## config.mk

```make
export PLATFORM = sky130hd
export DESIGN_NAME = split_rd_collector
export DESIGN_NICKNAME = d
export VERILOG_FILES = /design/src/rtl/rdc_pkg.sv /design/src/rtl/rdc_beat_ctrl.sv /design/src/rtl/rdc_line_store.sv /design/src/rtl/rdc_lane_mux.sv /design/src/rtl/split_rd_collector.sv
export SDC_FILE = /design/constraint.sdc
export NUM_CORES = 1
export LEC_CHECK = 0
export BUFFER_PORTS_ARGS = -buffer_cell sky130_fd_sc_hd__buf_4
export CORE_UTILIZATION = 51
export CTS_BUF_LIST = sky130_fd_sc_hd__clkbuf_8 sky130_fd_sc_hd__clkbuf_16
export CTS_CLUSTER_DIAMETER = 120
export DETAILED_ROUTE_END_ITERATION = 7
export PLACE_DENSITY = 0.8
export SLEW_MARGIN = 5
export SYNTH_ARGS = -nofsm -noshare
export SYNTH_HDL_FRONTEND = slang
export SYNTH_SLANG_ARGS = --single-unit
```

## constraint.sdc

```tcl
create_clock -name clk_i -period 1.89 [get_ports clk_i]
set_clock_uncertainty 0.2 [all_clocks]
set_input_delay 0.0945 -clock clk_i [delete_from_list [all_inputs] [get_ports clk_i]]
set_output_delay 0.0945 -clock clk_i [all_outputs]
set_load 0.02 [all_outputs]
```

## src/rtl/rdc_pkg.sv

```systemverilog
package rdc_pkg;
  typedef enum logic {
    ST_IDLE    = 1'b0,
    ST_COLLECT = 1'b1
  } rdc_state_e;

  localparam int unsigned LANE_W = 8;
endpackage

```

## src/rtl/rdc_beat_ctrl.sv

```systemverilog
module rdc_beat_ctrl
  import rdc_pkg::*;
#(
  parameter int unsigned BURST_LEN = 4,
  localparam int unsigned IDX_W = (BURST_LEN > 1) ? $clog2(BURST_LEN) : 1
) (
  input  logic             clk_i,
  input  logic             rst_ni,
  input  logic             req_valid_i,
  input  logic             req_burst_i,
  input  logic             ack_i,
  output logic             busy_o,
  output logic             cap_en_o,
  output logic [IDX_W-1:0] cap_idx_o,
  output logic             done_o
);
  rdc_state_e       state_q, state_d;
  logic [IDX_W-1:0] cnt_q, cnt_d;
  logic [IDX_W-1:0] tgt_q, tgt_d;
  logic             done_q;
  logic             last_beat;

  assign busy_o    = (state_q == ST_COLLECT);
  assign cap_en_o  = busy_o && ack_i;
  assign cap_idx_o = cnt_q;
  assign last_beat = cap_en_o && (cnt_q == tgt_q);
  assign done_o    = done_q;

  always_comb begin
    state_d = state_q;
    cnt_d   = cnt_q;
    tgt_d   = tgt_q;
    unique case (state_q)
      ST_IDLE: begin
        if (req_valid_i) begin
          state_d = ST_COLLECT;
          cnt_d   = '0;
          tgt_d   = req_burst_i ? IDX_W'(BURST_LEN - 1) : '0;
        end
      end
      ST_COLLECT: begin
        if (last_beat) begin
          state_d = ST_IDLE;
          cnt_d   = '0;
        end else if (cap_en_o) begin
          cnt_d = cnt_q + 1'b1;
        end
      end
      default: state_d = ST_IDLE;
    endcase
  end

  always_ff @(posedge clk_i or negedge rst_ni) begin
    if (!rst_ni) begin
      state_q <= ST_IDLE;
      cnt_q   <= '0;
      tgt_q   <= '0;
      done_q  <= 1'b0;
    end else begin
      state_q <= state_d;
      cnt_q   <= cnt_d;
      tgt_q   <= tgt_d;
      done_q  <= last_beat;
    end
  end
endmodule

```

## src/rtl/rdc_line_store.sv

```systemverilog
module rdc_line_store #(
  parameter int unsigned HALF_W    = 32,
  parameter int unsigned BURST_LEN = 4,
  localparam int unsigned BEAT_W = 2 * HALF_W,
  localparam int unsigned LINE_W = BURST_LEN * BEAT_W,
  localparam int unsigned IDX_W  = (BURST_LEN > 1) ? $clog2(BURST_LEN) : 1
) (
  input  logic              clk_i,
  input  logic              rst_ni,
  input  logic              cap_en_i,
  input  logic [IDX_W-1:0]  cap_idx_i,
  input  logic [HALF_W-1:0] hi_i,
  input  logic [HALF_W-1:0] lo_i,
  output logic [BEAT_W-1:0] word_o,
  output logic [LINE_W-1:0] line_o
);
  logic [BEAT_W-1:0] beat;
  logic [BEAT_W-1:0] word_q;

  assign beat   = {hi_i, lo_i};
  assign word_o = word_q;

  always_ff @(posedge clk_i or negedge rst_ni) begin
    if (!rst_ni)       word_q <= '0;
    else if (cap_en_i) word_q <= beat;
  end

  // slot 0 (first beat) sits at the top of the line
  for (genvar g = 0; g < BURST_LEN; g++) begin : g_slot
    logic [BEAT_W-1:0] slot_q;
    always_ff @(posedge clk_i or negedge rst_ni) begin
      if (!rst_ni)                                    slot_q <= '0;
      else if (cap_en_i && (cap_idx_i == IDX_W'(g))) slot_q <= beat;
    end
    assign line_o[LINE_W-1-g*BEAT_W -: BEAT_W] = slot_q;
  end
endmodule

```

## src/rtl/rdc_lane_mux.sv

```systemverilog
module rdc_lane_mux
  import rdc_pkg::*;
#(
  parameter int unsigned BEAT_W = 64,
  localparam int unsigned LANES  = BEAT_W / LANE_W,
  localparam int unsigned SEL_W  = $clog2(LANES)
) (
  input  logic [BEAT_W-1:0] word_i,
  input  logic [SEL_W-1:0]  sel_i,
  output logic [LANE_W-1:0] byte_o
);
  logic [LANE_W-1:0] lane_arr [LANES];

  // big-endian lanes: lane 0 is the most significant byte
  for (genvar l = 0; l < LANES; l++) begin : g_lane
    assign lane_arr[l] = word_i[BEAT_W-1-l*LANE_W -: LANE_W];
  end

  assign byte_o = lane_arr[sel_i];
endmodule

```

## src/rtl/split_rd_collector.sv

```systemverilog
module split_rd_collector #(
  parameter int unsigned HALF_W    = 32,
  parameter int unsigned BURST_LEN = 4,
  localparam int unsigned BEAT_W = 2 * HALF_W,
  localparam int unsigned LINE_W = BURST_LEN * BEAT_W,
  localparam int unsigned SEL_W  = $clog2(BEAT_W / 8),
  localparam int unsigned IDX_W  = (BURST_LEN > 1) ? $clog2(BURST_LEN) : 1
) (
  input  logic              clk_i,
  input  logic              rst_ni,
  input  logic              req_valid_i,
  input  logic              req_burst_i,
  input  logic              ack_i,
  input  logic [HALF_W-1:0] data_hi_i,
  input  logic [HALF_W-1:0] data_lo_i,
  input  logic [SEL_W-1:0]  lane_sel_i,
  output logic              ien_hi_o,
  output logic              ien_lo_o,
  output logic              done_o,
  output logic [BEAT_W-1:0] word_o,
  output logic [LINE_W-1:0] line_o,
  output logic [7:0]        lane_byte_o
);
  logic             busy;
  logic             cap_en;
  logic [IDX_W-1:0] cap_idx;

  rdc_beat_ctrl #(.BURST_LEN(BURST_LEN)) u_ctrl (
    .clk_i       (clk_i),
    .rst_ni      (rst_ni),
    .req_valid_i (req_valid_i),
    .req_burst_i (req_burst_i),
    .ack_i       (ack_i),
    .busy_o      (busy),
    .cap_en_o    (cap_en),
    .cap_idx_o   (cap_idx),
    .done_o      (done_o)
  );

  rdc_line_store #(.HALF_W(HALF_W), .BURST_LEN(BURST_LEN)) u_store (
    .clk_i     (clk_i),
    .rst_ni    (rst_ni),
    .cap_en_i  (cap_en),
    .cap_idx_i (cap_idx),
    .hi_i      (data_hi_i),
    .lo_i      (data_lo_i),
    .word_o    (word_o),
    .line_o    (line_o)
  );

  rdc_lane_mux #(.BEAT_W(BEAT_W)) u_lane (
    .word_i (word_o),
    .sel_i  (lane_sel_i),
    .byte_o (lane_byte_o)
  );

  assign ien_hi_o = busy;
  assign ien_lo_o = busy;
endmodule

```

# Word-level counts from Yosys, hierarchy flattened
# Cells that the tools add are included.
# Widths: inputs -> output; s select.
# word_totals
ff_bits	326
inputBits	72
word_cells	39
# classes
add_sub_neg	1
n_lt_le_gt_ge	1
eq_ne	6
n_mux	11
n_bitwise	2
n_reduce_logical	9
# ops
op	count
$bmux 8 s3	1
$mux 8	2
$mux 2	4
$logic_and 1x1->1	6
$eq 2x2->1 const B	2
$ge 4x4->1 const B	1
$not 3->4	1
$pmux 2 s2	1
$reduce_and 2->1	2
$ne 3x2->1 const B	1
$add 2x1->2 const B	1
$eq 2x1->1 const B	1
$eq 2x2->1	1
$logic_not 2->1	1
$mux 1	2
$ne 2x2->1 const B	1
$pmux 1 s2	1
$not 1->1	1

# Longest topological paths before layout
# Gate-level depths: netlist (run 1).
# logic_depth
ltp_word	4
mapped_depth	6
depth_no_buf	5

# By module
# Synthesis (run 1) repeated with hierarchy kept, for this count alone.
# hier_totals
cells_unflattened	730
area_unflattened_um2	12719.7
# modules_own_cells
mod	n_inst	cells_each	area_per_inst_um2
rdc_line_store	1	678	11939.0
rdc_lane_mux	1	29	550.5
rdc_beat_ctrl	1	22	222.7
split_rd_collector	1	1	7.5

# Worst setup path after synthesis (run 1)
# Ideal clock, no wire load.
# synth_path
path_kind	register -> register
startpoint	reg u_ctrl.cnt_q[0] (netlist: u_ctrl.cap_idx_o[0])
endpoint	reg u_store.g_slot[2].slot_q[10]
setup_ns	0.125
arrival_time_ns	1.389
required_time_ns	1.565
path_slack_ns	0.176
stages_incl_launch_ff	6
path_buffers	1
cell_sequence	dfrtp_1 -> inv_1 -> ha_1 -> nand3_2 -> buf_2 -> mux2_2
# synth_via
elab_chain_len	2
# synth_rtl
item	line_no	source
from (decl)	rdc_beat_ctrl.sv:18	logic [IDX_W-1:0] cnt_q, cnt_d;
from (signal assigned)	rdc_beat_ctrl.sv:61	cnt_q <= cnt_d;
$eq 2x2->1	rdc_line_store.sv:33	else if (cap_en_i && (cap_idx_i == IDX_W'(g))) slot_q <= beat;
$logic_and 1x1->1	rdc_line_store.sv:33	
to (signal assigned)	rdc_line_store.sv:33	
to (decl)	rdc_line_store.sv:30	logic [BEAT_W-1:0] slot_q;
# Every way passes these cells.
# A chain may end at the register's enable or synchronous reset.

# Worst setup path in the final report (run 1)
# layout_path
startpoint	reg u_store.word_q[18] (netlist: u_store.word_o[18])
endpoint	out lane_byte_o[2]
# layout_via
elab_chain_len	3
# layout_rtl
item	line_no	source
from (decl)	rdc_line_store.sv:18	logic [BEAT_W-1:0] word_q;
from (signal assigned)	rdc_line_store.sv:25	else if (cap_en_i) word_q <= beat;
$bmux 8 s3	rdc_lane_mux.sv:19	assign byte_o = lane_arr[sel_i];
$mux 8 (implied by the code) (2 in series)	rdc_lane_mux.sv:19	
to (decl)	split_rd_collector.sv:22	output logic [7:0] lane_byte_o
# Every way passes these cells. The select of a mux whose other input is x is not followed.

==> key figures, run 1 <==
Run status
  – Status: complete, but fails checks
  – Failing checks: setup timing

Floorplan
  – Row Count: between 50 and 60
  – Core Box Area: between 0.02 and 0.025 mm²
  – Chip height: 160 µm
  – Initial Util: 0.520
  – Die ar.: between 0.02 and 0.03 mm²
  – Die width: 160 µm
  – Ports: just over 400

Pwr
  – VDD IR-drop max: 1.24 mV
  – Cell Pwr Density: 1950 mW/mm²
  – Leak: 0.00873 µW
  – PnR Total Power: 36000 µW

STA
  – Setup WS post-layout: -0.282 ns
  – Setup TNS: -1.98 ns
  – Max-slew headroom: 0.706
  – Final min period: 2.17 ns
  – Slew of the pin with the lowest slew margin: 0.442 ns
  – Max Clk Rate: 0.460 GHz
  – Final setup viols: 8
  – Pins Over Slew Limit: 0
  – Final-report hold violation count: 0
  – RSZ-0062 raised after global routing: true
  – Final hold slack: 0.178 ns
  – Period Utilization, post-route: 1.15

Yosys
  – Yosys top cell by area: dfrtp_1
  – Synthesis Warnings: 0
  – Synth unique cells: 24
  – Average size of a mapped cell: 17.3 µm²
  – Mapped Area: ~0.013 mm²
  – Mux cell area share after synthesis: 0.327
  – Main combinational cell family by area after synthesis: multiplexers
  – Area contributors post-synth: dfrtp_1, mux2_2, mux4_1
  – Cells after Synth: approximately 730
  – Simple-gate portion of the synthesized area: 0.00613
  – XOR/XNOR Fraction of Synth Area: 0
  – Register area share after synthesis: 0.643
  – Adder-Cell Fraction of Synth Area: 0.00395
  – Synthesized Nets: just over 800
  – Top cell type's share of synthesized area: 0.643
  – FF+latch count, synth: 325
  – Synth Area in Compound Gates: 0.00218

CTS
  – H-tree Lvls: 2
  – Max Buffers Root-to-Sink: 3
  – CTS Buf Count: 34
  – CTS Sinks: 325
  – Clock tree root driver cell: clkbuf_16
  – Clock transition at path regs: 0.06 ns
  – CTS tree: yes
  – Clock insertion delay at the later pin of the skew report: ~0.5 ns

Finish
  – Nets: 1338
  – Most frequent cells in the layout: buf_4, mux2_2, dfrtp_1, dlygate4sd3_1, clkbuf_16
  – Syn-to-layout area delta: 45.7%
  – N_diodes: 0
  – Non-Filler Instances: 1605
  – Fraction of layout cells with a size suffix above 1: 0.681
  – Commonest non-fill, non-tap cell in the layout: buf_4

Detailed routing
  – Wire per inst: 23.7 µm
  – Detailed Route Iter0 Violations: 406
  – Post-DRT Antenna Nets: 0
  – Vias after detailed routing: ~8600
  – Drt total wl: between 30 and 40 mm
  – Remaining design rule violation count: 0
  – Detailed Routing Iterations Pass 1: 4
  – Vias per cell: 5.34

Global route
  – Total congestion overflow: 0
  – Vias in the first global route: 9209
  – Largest net degree at the start of global routing: 57
  – First-pass GRT wire length: 57.3 mm
  – Initial antenna violation count: 1
  – Total GRT Usage: 0.299

Worst setup path
  – Crit. Startpoint: u_store.word_o[18]
  – Maximum fanout along the worst path: 3
  – Worst reg2reg setup slack: 0.03 ns
  – Crit-path cells: mux4_2 > mux2_4 > buf_6
  – Worst EP required: 1.60 ns
  – CP delay by family, top: multiplexers
  – Crit-path max cell delay: 0.50 ns
  – Reg-to-reg endpoint: u_store.g_slot[3].slot_q[14]
  – Worst path depth: 3
  – Critical Path End Type: output port
  – Reg2reg start: u_ctrl.cap_idx_o[0]
  – Worst Path Arrival: roughly 1.9 ns
  – Buf/Inv on CP: 1
  – CP Capture Point: lane_byte_o[2]
  – Critical path launch point type: register
  – Setup CP Type: register to output port
  – CP max stage cell: mux4_2
  – Worst reg2reg path depth: 5

Placement
  – DP HPWL: approximately 26 mm
  – GPL Wtd Cong: about 0.76
  – IO Port Bufs: around 400
  – Inst Count DP: 1443

Min path
  – HP Class: primary input to register

Run
  – Max cap viols: 0
-- final cells by class --
type / count / area, µm²
Sequential cell: 325 / 8150
Clock buffer: 42 / 995
Tap cell: 324 / 405
Multi-Input combinational cell: 367 / 4310
Timing Repair Buffer: 532 / 4470
Clock inverter: 13 / 108
Inverter: 2 / 7.51
Fill cell: 1472 / 5880
-- stage by stage --
step / instance area (µm²) / utilization / worst slack (ns)
floorplan: 12700 / - / 0.176
CTS: 18300 / 0.752 / -0.276
global placement: 16300 / 0.670 / 0.109
detailed placement: 16300 / 0.670 / 0.0417
global route: 18400 / 0.758 / -0.314
finish: 18400 / 0.758 / -0.282
-- state kept, by name, summed over array words and instances (netlist names) --
name / count
u_ctrl.busy_o: 1
u_ctrl.cap_idx_o: 2
u_ctrl.done_o: 1
u_ctrl.tgt_q: 1
u_store.g_slot.slot_q: 256
u_store.word_o: 64
-- cells in the mapped netlist --
master    number
nand2_1        2
mux4_1        15
nor3_1         1
nor2b_1        1
or3_1          1
buf_6          1
buf_4          1
mux2_2       330
dfrtp_1      325
inv_1          2
nand3_1        1
nor2_1         2
nand3_2        4
a21oi_1        1
clkbuf_1       1
o21bai_1       1
buf_2         34
o31ai_1        1
mux4_2         1
a21o_1         1
ha_1           4
buf_1          1
buf_12         1
mux2i_1        1
-- power by group --
| group | internal [µW] | leakage (µW) | total (µW) | switching, µW |
|---|---|---|---|---|
| Combinational | 8390 | 0.00431 | 16900 | 8520 |
| Sequential | 10300 | 0.00385 | 12500 | 2210 |
| Clock | 3960 | 0.000571 | 6600 | 2640 |
| Total | 22700 | 0.00873 | 36000 | 13400 |
-- cells by family (layout without fill, tap and decap cells) --
kind of cell	Yosys count	count (layout)
muxes	347	347
DFF	325	325
buffers and inverters	41	589
and+or+nand+nor	12	12
adders and majority gates	4	4
AOI/OAI and AO/OA	4	4
-- how the worst min path moves through the flow --
stage / end / slack, ns / cells past startpoint / startpoint
floorplan: u_ctrl.busy_o / -0.40 / 0 / rst_ni
global placement: u_store.g_slot[3].slot_q[43] / -0.18 / 1 / rst_ni
detailed placement: u_store.g_slot[3].slot_q[43] / -0.18 / 1 / rst_ni
CTS: u_ctrl.cap_idx_o[1] / 0.16 / 3 / req_valid_i
global route: u_ctrl.cap_idx_o[1] / 0.21 / 3 / req_valid_i
finish: u_ctrl.cap_idx_o[1] / 0.18 / 3 / req_valid_i
-- what timing repair did --
item | 4_1_cts | 5_1_grt
hold endpoints to repair | 649 | 0
endpoints found under the setup margin | 8 | 69
setup buffers | 25 | 10
resized for setup | 31 | 12
hold buffers | 69 | 0
gates cloned | 0 | 3
-- worst min-delay path, cell delays in order --
cell and delay (ns):
dlygate4sd3_1 0.55, buf_4 0.13, o31ai_1 0.07
-- routing by layer --
metal | up-vias | routed length, µm | global-route usage
met5 | - | 13 | 0
met3 | 94 | 2350 | 0.0617
li1 | 3701 | - | -
met4 | 2 | 1560 | 0.128
met1 | 4424 | 15200 | 0.388
met2 | 349 | 18900 | 0.490
Power figures use the tool's default switching activity.
==> inputs of run 2 (changes only) <==
--- a/config.mk
+++ b/config.mk
@@ -7,10 +7,10 @@
 export LEC_CHECK = 0
 export BUFFER_PORTS_ARGS = -buffer_cell sky130_fd_sc_hd__buf_4
 export CORE_UTILIZATION = 51
-export CTS_BUF_LIST = sky130_fd_sc_hd__clkbuf_8 sky130_fd_sc_hd__clkbuf_16
+export CTS_BUF_LIST = sky130_fd_sc_hd__clkbuf_16
 export CTS_CLUSTER_DIAMETER = 120
 export DETAILED_ROUTE_END_ITERATION = 7
-export PLACE_DENSITY = 0.8
+export PLACE_DENSITY = 0.85
 export SLEW_MARGIN = 5
 export SYNTH_ARGS = -nofsm -noshare
 export SYNTH_HDL_FRONTEND = slang
==> run 2 against run 1 <==
The flow still finishes with violations (setup timing). Clock power fell by 17%. Sequential share of layout area up 0.84 points. Utilization down 1.4 points. Routed wire length is 2.6% lower. Global-route usage is 0.50 points lower. Total power fell by 3.7%. Setup slack lost 0.034 ns.
==> key figures, run 2 (synthesis gave the netlist of run 1 again) <==
Run status
  – Status: complete, but fails checks
  – Failing checks: setup timing

Detailed routing
  – Drt total wl: 37.0 mm
  – Wire per inst: 23.2 µm
  – Vias per cell: 5.36
  – Post-DRT Antenna Nets: 0
  – Remaining design rule violation count: 0
  – Detailed Routing Iterations Pass 1: 4
  – Detailed Route Iter0 Violations: 363
  – Vias after detailed routing: roughly 8600

Finish
  – Most frequent cells in the layout: buf_4, mux2_2, dfrtp_1, dlygate4sd3_1, clkbuf_16
  – Nets: 1326
  – Max reg flops: 256
  – Non-Filler Instances: around 1600
  – Syn-to-layout area delta: 43.0%
  – N_diodes: 0
  – Fraction of layout cells with a size suffix above 1: 0.668
  – Most flops, register: u_store.g_slot.slot_q
  – Commonest non-fill, non-tap cell in the layout: buf_4

Global route
  – Largest net degree at the start of global routing: 50
  – Grt met1 use: 0.381
  – Total GRT Usage: 0.294
  – First-pass GRT wire length: ~57 mm
  – Met3 Track Usage GR: 0.0578
  – Vias in the first global route: 9146
  – Initial antenna violation count: 0
  – Total congestion overflow: 0
  – GR Util met2: 0.494
  – Most used routing layer: met2

STA
  – Final hold slack: 0.104 ns
  – Setup WS post-layout: -0.316 ns
  – Pins Over Slew Limit: 0
  – Final-report hold violation count: 0
  – Final setup viols: 8
  – Max Clk Rate: about 0.45 GHz
  – RSZ-0062 raised after global routing: true
  – Slew of the pin with the lowest slew margin: 0.424 ns
  – Final min period: 2.21 ns
  – Period Utilization, post-route: 1.17
  – Max-slew headroom: 0.717

Pwr
  – VDD IR-drop max: ~1.2 mV
  – Int Power: ~21000 µW
  – Sequential Power Share: 0.360
  – Switch Pwr: roughly 13000 µW
  – Comb pwr share: 0.481
  – Sw Share: 0.380
  – Leak: 0.00856 µW
  – Clock Power Share: 0.159
  – Cell Pwr Density: 1920 mW/mm²

Floorplan
  – Die width: 160 µm
  – Core Box Area: 0.0243 mm²
  – Initial Util: 0.520
  – Chip height: 160 µm
  – Ports: 403
  – Row Count: 57
  – Die ar.: between 0.02 and 0.03 mm²

Worst setup path
  – Critical path launch point type: register
  – Maximum fanout along the worst path: 2
  – Worst Path Arrival: 1.91 ns
  – Setup CP Type: register to output port
  – Worst EP required: 1.60 ns
  – Critical Path End Type: output port

CTS
  – Clock insertion delay at the later pin of the skew report: 0.54 ns
  – Max Buffers Root-to-Sink: 3
  – Clock transition at path regs: about 0.06 ns
  – CTS tree: yes
  – CTS Buf Count: 31
  – H-tree Lvls: 1
  – CTS Sinks: around 330
  – Clock tree root driver cell: clkbuf_16

Run
  – Max cap viols: 0

Placement
  – Inst Count DP: 1446
  – DP HPWL: approximately 25 mm
  – GPL Wtd Cong: 0.788
  – IO Port Bufs: approximately 400

Min path
  – HP Class: primary input to register
[run 2: metrics by stage]
stage	setup TNS (ns)	area (µm²)	worst slack, ns	power (µW)	utilization
floorplan	0	12700	0.176	20700	-
global placement	0	16300	0.104	28100	0.670
detailed placement	0	16300	0.0591	28500	0.670
CTS	-2.63	18100	-0.340	34700	0.743
global route	-2.73	18100	-0.362	36100	0.744
finish	-2.37	18100	-0.316	34700	0.744
[run 2: critical path, cell delays in order, from the launching register on]
cell	delay, ns
dfrtp_1	0.41
mux4_2	0.52
mux2_4	0.29
buf_6	0.14
[run 2: power groups by stage]
stage | sequential, µW | combinational (µW) | clock (µW)
floorplan | 16100 | 4590 | 0
global placement | 12300 | 15700 | 0
detailed placement | 12500 | 16100 | 0
CTS | 12400 | 16700 | 5600
global route | 12900 | 17400 | 5860
finish | 12500 | 16700 | 5510
[run 2: metal layers]
metal / vias to the layer above / share of wire / wire length [µm]
met4: 0 / 0.034 / 1270
met3: 73 / 0.063 / 2320
li1: 3680 / - / -
met2: 306 / 0.50 / 18400
met1: 4493 / 0.40 / 15000
met5: - / 0 / 0
[run 2: path summary, 6_finish.rpt]
| check | from | end | slack, ns | cells after the start |
|---|---|---|---|---|
| max in group asynchronous | rst_ni | u_store.word_o[52] | 0.46 | 4 |
| min reg2reg | u_store.g_slot[3].slot_q[43] | u_store.g_slot[3].slot_q[43] | 0.30 | 1 |
| min | req_valid_i | u_ctrl.cap_idx_o[1] | 0.10 | 3 |
| max reg2reg | u_ctrl.cap_idx_o[0] | u_store.g_slot[2].slot_q[46] | 0.06 | 5 |
| min in group asynchronous | rst_ni | u_store.g_slot[3].slot_q[39] | 0.38 | 3 |
| max | u_store.word_o[21] | lane_byte_o[5] | -0.32 | 3 |
[run 2: area by class of cell]
| class | instances | area (µm²) |
|---|---|---|
| inverter | 2 | 7.51 |
| multi-input combinational | 367 | 4320 |
| clock inverter | 25 | 109 |
| tap | 324 | 405 |
| timing repair buffer | 523 | 4340 |
| fill | 1460 | 6220 |
| sequential | 325 | 8150 |
| clock buffer | 31 | 776 |
[run 2: timing repair]
item,4_1_cts,5_1_grt
resized for setup,36,3
gates cloned,0,0
hold endpoints to repair,650,0
setup buffers,23,3
hold buffers,69,0
endpoints found under the setup margin,10,113
==> inputs of run 3 (changes only) <==
--- a/config.mk
+++ b/config.mk
@@ -14,4 +14,5 @@
 export SLEW_MARGIN = 5
 export SYNTH_ARGS = -nofsm -noshare
 export SYNTH_HDL_FRONTEND = slang
+export SYNTH_HIERARCHICAL = 1
 export SYNTH_SLANG_ARGS = --single-unit
==> constraint.sdc (replaced) <==
create_clock -name clk_i -period 1.89 [get_ports clk_i]
set_clock_uncertainty 0.2 [all_clocks]
set_input_delay 0.378 -clock clk_i [delete_from_list [all_inputs] [get_ports clk_i]]
set_output_delay 0.378 -clock clk_i [all_outputs]
set_load 0.02 [all_outputs]
==> run 3 against run 2 <==
The run still ends with setup timing left. First-iteration DRC count rose by 20%. Largest power group unchanged. Sequential share of layout area decreased by 2.0 points. Setup slack got worse by 0.23 ns. Sequential power hardly changed. Via count up 3.7%. Fmax shrank 9.3%. Final cell count rose by 3.6%. Non-clock buffer count rose by 57. Hold slack worse by 0.077 ns.
==> key figures, run 3 <==
CTS
  – Clock tree root driver cell: clkbuf_16
  – Max Buffers Root-to-Sink: 3
  – CTS tree: yes
  – CTS Sinks: ~330
  – Clock transition at path regs: approximately 0.060 ns
  – Clock insertion delay at the later pin of the skew report: roughly 0.5 ns
  – CTS Buf Count: 34
  – H-tree Lvls: 2

Yosys
  – Area contributors post-synth: dfrtp_1, mux2_2, mux4_1
  – FF+latch count, synth: 325
  – Synth unique cells: 24
  – Top cell type's share of synthesized area: 0.639
  – Synthesized Nets: 802
  – Average size of a mapped cell: 17.4 µm²
  – Mux cell area share after synthesis: 0.324
  – Main combinational cell family by area after synthesis: multiplexers
  – XOR/XNOR Fraction of Synth Area: 0
  – Cells after Synth: 730
  – Synthesis Warnings: 6
  – EDFF count, synth: 0
  – Register area share after synthesis: 0.639
  – Adder-Cell Fraction of Synth Area: 0
  – Post-synth top cells: dfrtp_1, mux2_2, buf_6
  – Top-count cell post-synth: dfrtp_1
  – Mapped Area: between 0.01 and 0.015 mm²
  – Yosys top cell by area: dfrtp_1
  – Synth Area in Compound Gates: 0.00305
  – Simple-gate portion of the synthesized area: 0.00639
  – Synth Flop Type: dfrtp_1
  – Post-synth ARST share: 1.00

Pwr
  – Cell Pwr Density: roughly 1900 mW/mm²
  – PnR Total Power: 36700 µW
  – VDD IR-drop max: 1.29 mV
  – Leak: 0.00904 µW

Floorplan
  – Core Box Area: 0.0244 mm²
  – Row Count: 57
  – Die ar.: 0.0256 mm²
  – Die width: 160 µm
  – Initial Util: 0.521
  – Ports: ~400
  – Chip height: 160 µm

Run
  – Max cap viols: 0

Global route
  – Total congestion overflow: 0
  – First-pass GRT wire length: between 50 and 60 mm
  – Initial antenna violation count: 0
  – Vias in the first global route: 9442
  – GR Util met2: 0.531
  – Total GRT Usage: 0.305
  – Met3 Track Usage GR: 0.0608
  – Grt met1 use: 0.379
  – Largest net degree at the start of global routing: between 40 and 50
  – Most used routing layer: met2

STA
  – Setup TNS: -7.53 ns
  – Max Clk Rate: 0.411 GHz
  – Slew of the pin with the lowest slew margin: 0.511 ns
  – Final setup viols: 57
  – Period Utilization, post-route: 1.29
  – Final min period: ~2.4 ns
  – Max-slew headroom: 0.659
  – Pins Over Slew Limit: 0
  – RSZ-0062 raised after global routing: true
  – Setup WS post-layout: -0.541 ns
  – Final-report hold violation count: 0

Min path
  – HP Class: primary input to register
  – Worst Hold Depth: 2

Detailed routing
  – Wire per inst: 24.8 µm
  – Remaining design rule violation count: 0
  – Vias per cell: 5.36
  – Post-DRT Antenna Nets: 0
  – Drt total wl: 41.1 mm
  – Vias after detailed routing: 8867
  – Detailed Route Iter0 Violations: 437
  – Detailed Routing Iterations Pass 1: 4

Worst setup path
  – Worst reg2reg path depth: 6
  – Setup CP Type: register to output port
  – Worst Path Arrival: 1.85 ns
  – Critical Path End Type: output port
  – Critical path launch point type: register
  – Worst EP required: 1.31 ns
  – Maximum fanout along the worst path: 2

Finish
  – Fraction of layout cells with a size suffix above 1: 0.688
  – N_diodes: 0
  – Commonest non-fill, non-tap cell in the layout: buf_4
  – Most flops, register: u_store/g_slot.slot_q
  – Most frequent cells in the layout: buf_4, dfrtp_1, mux2_2, dlygate4sd3_1, clkbuf_16
  – Syn-to-layout area delta: 48.8%
  – Max reg flops: approximately 260
  – Nets: 1378
  – Non-Filler Instances: approximately 1700
  – Core Util, Final: 0.776

Run status
  – Status: complete, but fails checks
  – Failing checks: setup timing

Placement
  – Pre-CTS setup slack: -0.338 ns
  – GPL Wtd Cong: 0.816
  – Inst Count DP: around 1500
  – DP HPWL: 26.9 mm
  – IO Port Bufs: 402
run 3: changes by cell type in the layout (fill, tap and decap cells not counted), sizes merged, moves of 2 or more:
cell	before	now
buf	454	505
clkbuf	31	45
inv	11	4
ha	4	0
clkinv	15	18
o21ai	0	3
dlygate4sd3	69	67
nand3	5	3
nand3b	0	2
run 3: cells by family (layout without fill, tap and decap cells):
| group | after synthesis | count (layout) |
|---|---|---|
| multiplexers | 345 | 345 |
| flip-flops | 325 | 325 |
| buffers and inverters | 41 | 641 |
| AND/OR/NAND/NOR | 13 | 13 |
| AO/OA/AOI/OAI | 6 | 6 |
run 3: per-layer routing:
layer / up-vias / wire, µm
li1: 3798 / -
met1: 4619 / 16100
met2: 362 / 20900
met3: 88 / 2480
met4: 0 / 1610
met5: - / 0
run 3: through the flow:
step	cell area, µm²	hold slack (ns)
CTS	18500	0.00999
global route	18900	0.0122
global placement	16700	0.143
floorplan	12700	-0.118
detailed placement	16700	0.142
finish	18900	0.0273
run 3: worst paths after layout:
path | startpoint | end | slack, ns
min in group asynchronous | rst_ni | u_store/g_slot[2].slot_q[51] | 0.20
hold / removal | data_lo_i[13] | u_store/g_slot[2].slot_q[13] | 0.03
setup / recovery | u_store/word_o[57] | lane_byte_o[1] | -0.54
hold reg to reg | u_store/g_slot[0].slot_q[7] | u_store/g_slot[0].slot_q[7] | 0.29
setup reg to reg | u_ctrl/busy_o | u_store/g_slot[0].slot_q[61] | -0.11
max in group asynchronous | rst_ni | u_store/g_slot[1].slot_q[49] | 0.67
run 3: cell type report:
class                           instances  area, µm²
Inverter                                1       6.26
Clock inverter                         23        139
Fill cell                            1380       5460
Timing Repair Buffer                  580       4990
Clock buffer                           37        926
Sequential cell                       325       8140
Tap cell                              324        405
Multi-Input combinational cell        364       4320
run 3: power breakdown:
group / switching, µW / internal (µW)
clock network: 2700 / 3670
logic: 8860 / 8960
registers: 2220 / 10300
run 3: what timing repair did:
action / CTS / global route
gates cloned: 0 / 8
gates resized for setup: 26 / 39
endpoints found under the setup margin: 8 / 90
hold buffers: 67 / 0
setup buffers: 6 / 14
endpoints found under the hold margin: 427 / 0
pin swaps: 0 / 1
run 3: critical path: stages, from the launching register on:
cell and delay (ns):
dfrtp_1 0.42, mux4_2 0.48, mux2_4 0.31, buf_6 0.14
